File: config.mk
export PLATFORM = sky130hd
export DESIGN_NAME = chain_addr_slave
export DESIGN_NICKNAME = d
export VERILOG_FILES = /design/src/rtl/chain_addr_slave.sv
export SDC_FILE = /design/constraint.sdc
export NUM_CORES = 1
export LEC_CHECK = 0
export BUFFER_PORTS_ARGS = -buffer_cell sky130_fd_sc_hd__buf_2
export CAP_MARGIN = 10
export CORE_AREA = 2 2 39 41
export CTS_CLUSTER_DIAMETER = 120
export DETAILED_ROUTE_END_ITERATION = 10
export DIE_AREA = 0 0 41 43
export GPL_TIMING_DRIVEN = 0
export PLACE_DENSITY_LB_ADDON = 0.1
export SYNTH_ARGS = -nofsm -noshare
export SYNTH_HDL_FRONTEND = slang
export SYNTH_SLANG_ARGS = --single-unit
export TNS_END_PERCENT = 30
File: constraint.sdc
create_clock -name clk -period 2.72 [get_ports clk]
set_input_delay 0.136 -clock clk [delete_from_list [all_inputs] [get_ports clk]]
set_output_delay 0.136 -clock clk [all_outputs]
set_load 0.01 [all_outputs]
File: src/rtl/chain_addr_slave.sv
module chain_addr_slave #(
  parameter int ADDR_W = 5
) (
  input  logic              clk,
  input  logic              rst_n,
  input  logic              chain_in,
  input  logic              clr_all,
  input  logic              assign_stb,
  input  logic [ADDR_W-1:0] assign_val,
  input  logic              enum_phase,
  input  logic              evt_pend,
  output logic [ADDR_W-1:0] my_addr,
  output logic              bus_on,
  output logic              pass_en,
  output logic              irq_req
);

  localparam logic [ADDR_W-1:0] UNSET = '0;

  logic have_addr;
  logic take;

  assign have_addr = (my_addr != UNSET);
  assign take      = assign_stb && chain_in && !have_addr && (assign_val != UNSET);
  assign bus_on    = chain_in;
  assign irq_req   = evt_pend && have_addr && !enum_phase;

  always_ff @(posedge clk or negedge rst_n) begin
    if (!rst_n) begin
      my_addr <= UNSET;
      pass_en <= 1'b0;
    end else begin
      if (clr_all)   my_addr <= UNSET;
      else if (take) my_addr <= assign_val;
      pass_en <= !clr_all && have_addr && chain_in;
    end
  end

  a_r2_clear: assert property (@(posedge clk) disable iff (!rst_n)
    clr_all |=> (my_addr == UNSET) && !pass_en);

  a_r4_blocked: assert property (@(posedge clk) disable iff (!rst_n)
    (!chain_in && !clr_all) |=> $stable(my_addr));

  a_r5_zero_val: assert property (@(posedge clk) disable iff (!rst_n)
    (assign_stb && assign_val == UNSET && !clr_all) |=> $stable(my_addr));

  a_r6_hold: assert property (@(posedge clk) disable iff (!rst_n)
    (my_addr != UNSET && !clr_all) |=> $stable(my_addr));

  a_r7_pass_needs_addr: assert property (@(posedge clk) disable iff (!rst_n)
    pass_en |-> (my_addr != UNSET));

  a_r9_irq_gate: assert property (@(posedge clk) disable iff (!rst_n)
    irq_req |-> (my_addr != UNSET) && !enum_phase);

endmodule

Word-level counts from Yosys, hierarchy flattened
Index checks and enable logic that the tools add are counted.

word-level totals
  input port bits = 12
  flip-flop bits (word level) = 6

operators by class
  reductions and logical operators = 13
  multiplexer cells = 2

operators by type and width
  kind                 count
  $mux W5              2
  $reduce_bool A5 Y1   2
  $logic_and A1 B1 Y1  7
  $logic_not A1 Y1     3
  $reduce_bool A2 Y1   1

Longest topological paths before layout
  word-level depth = 6
  gate-level depth with buffers = 2

Worst setup path after synthesis
Ideal clock, no wire load.

  kind = register to output
  start = register my_addr[1]
  end = output port irq_req
  path slack = 1,584 ps
  buffers on the path = 0
  stages on the path, launching flop included = 3
  arrival time = 1,000 ps
  data required time = 2,584 ps
  cell sequence = dfrtp_1 > nor4_1 > a21oi_1

on the way
  cells in the longest elaborated chain, start to end = 3

RTL lines
  item                               RTL line  source
  from (decl)                        12        output logic [ADDR_W-1:0] my_addr,
  from (signal assigned)             34        else if (take) my_addr <= assign_val;
  $reduce_bool A5 Y1                 23        assign have_addr = (my_addr != UNSET);
  $logic_and A1 B1 Y1 (2 in series)  26        assign irq_req = evt_pend && have_addr && !enum_phase;
  to (decl)                          15        output logic irq_req

No other way between the ends.

Worst setup path after layout
Ends and elaborated chain as after synthesis.

==> impl_metrics.env <==
export IMPL_hold_class="primary input to flop"
export IMPL_r2r_slack_ps=1440
export IMPL_cts_made_buffers=3
export IMPL_floorplan_initialDensity_pct=21.7
export IMPL_ys_ff_latch=6
export IMPL_post_route_period_util_pct=61.0
export IMPL_grt_max_degree=9
export IMPL_syn_area_sq_um=300
export IMPL_routed_wl_um=789
export IMPL_die_w_um=41
export IMPL_cts_buffer_depth=2
export IMPL_ys_seq_area_share_pct=50.0
export IMPL_max_vdd_ir_drop_v=0.000255
export IMPL_die_h_um=43
export IMPL_drc=0
export IMPL_worstHoldStart="chain_in"
export IMPL_synth_distinct_cells=11
export IMPL_synthXorXnorAreaFrac_pct=0
export IMPL_syn_inst=28
export IMPL_place_congestion=0.631
export IMPL_powerDensity_nw_per_um2=501
export IMPL_fin_tns_setup_ps=0
export IMPL_maxSlewHeadroom_pct=59.7
export IMPL_dp_cells=63
export IMPL_drive_gt1_share_pct=45.1
export IMPL_arrival_ps=1520
export IMPL_design_die_area_sq_um=1760
export IMPL_grt_pass1_wl_um=1360
export IMPL_vias=304
export IMPL_drtIter0Drc=0
export IMPL_cts_setup_buffers=0
export IMPL_antenna_found_initial=0
export IMPL_synth_top_family_by_area="simple AND/OR/NAND/NOR gates"
export IMPL_clock_sinks=6
export IMPL_finalClockSkew_ps=1.67
export IMPL_critPathKind="flop to primary output"
export IMPL_synth_fa_ha_area_share_pct=0
export IMPL_yosysWarnings=0
export IMPL_startpoint_type="flop"
export IMPL_vias_per_cell=4.54
export IMPL_startpoint="my_addr[1]$_DFFE_PN0P_"
export IMPL_max_cap_violations=0
export IMPL_crit_path_max_fanout=6
export IMPL_coreArea_sq_um=1380
export IMPL_cts_clk_slew_worst_paths_ps=40
export IMPL_clk_latency_ps=240
export IMPL_fmax_ghz=0.603
export IMPL_cpPeakStageDelay_ps=580
export IMPL_num_antenna_cells=0
export IMPL_slowest_stage="nor4_1"
export IMPL_layout_commonest_cell="buf_2"
export IMPL_final_cells=67
export IMPL_portBuffers=19
export IMPL_path_cells="nor4_1 -> a21oi_1 -> buf_2"
export IMPL_setup_viol=0
export IMPL_grt_usage_pct=12.1
export IMPL_synth_avg_cell_area_sq_um=10.7
export IMPL_tritoncts="built"
export IMPL_mostFrequentLayoutCells="19 x buf_2, 6 x dfrtp_1, 5 x inv_1"
export IMPL_p_leak_nw=0.236
export IMPL_first_pass_iters=1
export IMPL_synth_area_mux_share_pct=0
export IMPL_route_detailed_wl_per_inst_um=11.8
export IMPL_rows=14
export IMPL_tightest_slew_ps=599
export IMPL_final_max_slew_viol_count=0
export IMPL_final_hold_viol_count=0
export IMPL_grt_overflow=0
export IMPL_end_kind="primary output"
export IMPL_ant_nets=0
export IMPL_htree_levels=1
export IMPL_status="finished, final reports clean"
export IMPL_clock_root_buffer="clkbuf_4"
export IMPL_synth_net_count=40
export IMPL_grt_pass1_vias=331
export IMPL_area_growth_synth_to_final_pct=49.2
export IMPL_synthSimpleGateAreaFrac_pct=26.7
export IMPL_pin_count=20
export IMPL_final_net_count=65
export IMPL_layout_min_cycle_time_ps=1660
export IMPL_post_cts_resized=0
export IMPL_r2r_start="my_addr[1]$_DFFE_PN0P_"
export IMPL_required_ps=2580
export IMPL_synth_compound_area_share_pct=14.6
export IMPL_rsz0062_at_grt="false"
## per-stage QoR
step | total power, W | hold WS, ps | util [%] | instance area, sq um | setup WS, ps
CTS | 0.000231 | 163 | 32.4 | 448 | 998
finish | 0.000225 | 167 | 32.4 | 448 | 1060
detailed placement | 0.000146 | -27.5 | 30.0 | 415 | 1280
global route | 0.000245 | 165 | 32.4 | 448 | 939
global placement | 0.000144 | -31.6 | 30.0 | 415 | 1390
floorplan | 0.000123 | -160 | - | 300 | 1580
## critical path, delay by kind of cell (launching register included)
kind,cells,cell delay (ps)
buffers and inverters,1,160
DFF,1,420
and+or+nand+nor,1,580
AOI/OAI and AO/OA,1,130
## state kept, by name, indices dropped and copies added, names as in the netlist
signal and cells:
my_addr 5, pass_en 1
## final timing paths
kind | cells after the start | to
max | 3 | irq_req
max reg2reg | 2 | pass_en$_DFF_PN0_
min | 3 | pass_en$_DFF_PN0_
max in group asynchronous | 2 | my_addr[3]$_DFFE_PN0P_
min in group asynchronous | 2 | my_addr[4]$_DFFE_PN0P_
min reg2reg | 2 | my_addr[0]$_DFFE_PN0P_
## kinds of logic after synthesis
| family | count (synthesis) |
|---|---|
| AOI/OAI and AO/OA | 7 |
| buffers and inverters | 6 |
| DFF | 6 |
| and+or+nand+nor | 9 |
## where the power goes
group | leakage [nW] | total (W) | internal [W] | switching (W)
logic | 0.141 | 0.0000445 | 0.0000227 | 0.0000219
clock network | 0.0138 | 0.0000793 | 0.0000497 | 0.0000295
registers | 0.0817 | 0.000101 | 0.0000952 | 0.00000553
## cell type report
class                   instances  area (sq um)
inverters                       5          18.8
multi-input cells              16           124
clock buffers                   3          22.5
plain buffers                   1          7.51
flip-flops and latches          6           150
repair buffers                 20           105
well taps                      16          20.0
fillers                       150           936
## cell usage after synthesis, drive strengths merged
library cell / n / area, sq um
dfrtp: 6 / 150
nand4bb: 1 / 11.3
and4b: 1 / 10.0
inv: 5 / 18.8
nor4: 1 / 6.26
a21oi: 2 / 10.0
o2bb2ai: 1 / 8.76
buf: 1 / 7.51
nand2b: 2 / 12.5
o22ai: 4 / 25.0
or4b: 4 / 40.0
## routing by layer
layer  part of all wire (%)  wire length [um]  vias to the layer above  GRT usage [%]
li1                       -                 -                      152              -
met1                     39               310                      135           13.7
met2                     50               391                       15           17.8
met3                     11                83                        2           3.14
met4                   0.51                 4                        0           10.0
met5                      0                 0                        -              0
## what timing repair did
item | CTS | global route
hold buffers | 1 | 0
endpoints found under the setup margin | 0 | 0
hold endpoints to repair | 6 | 0
(Power assumes the default switching activity.)
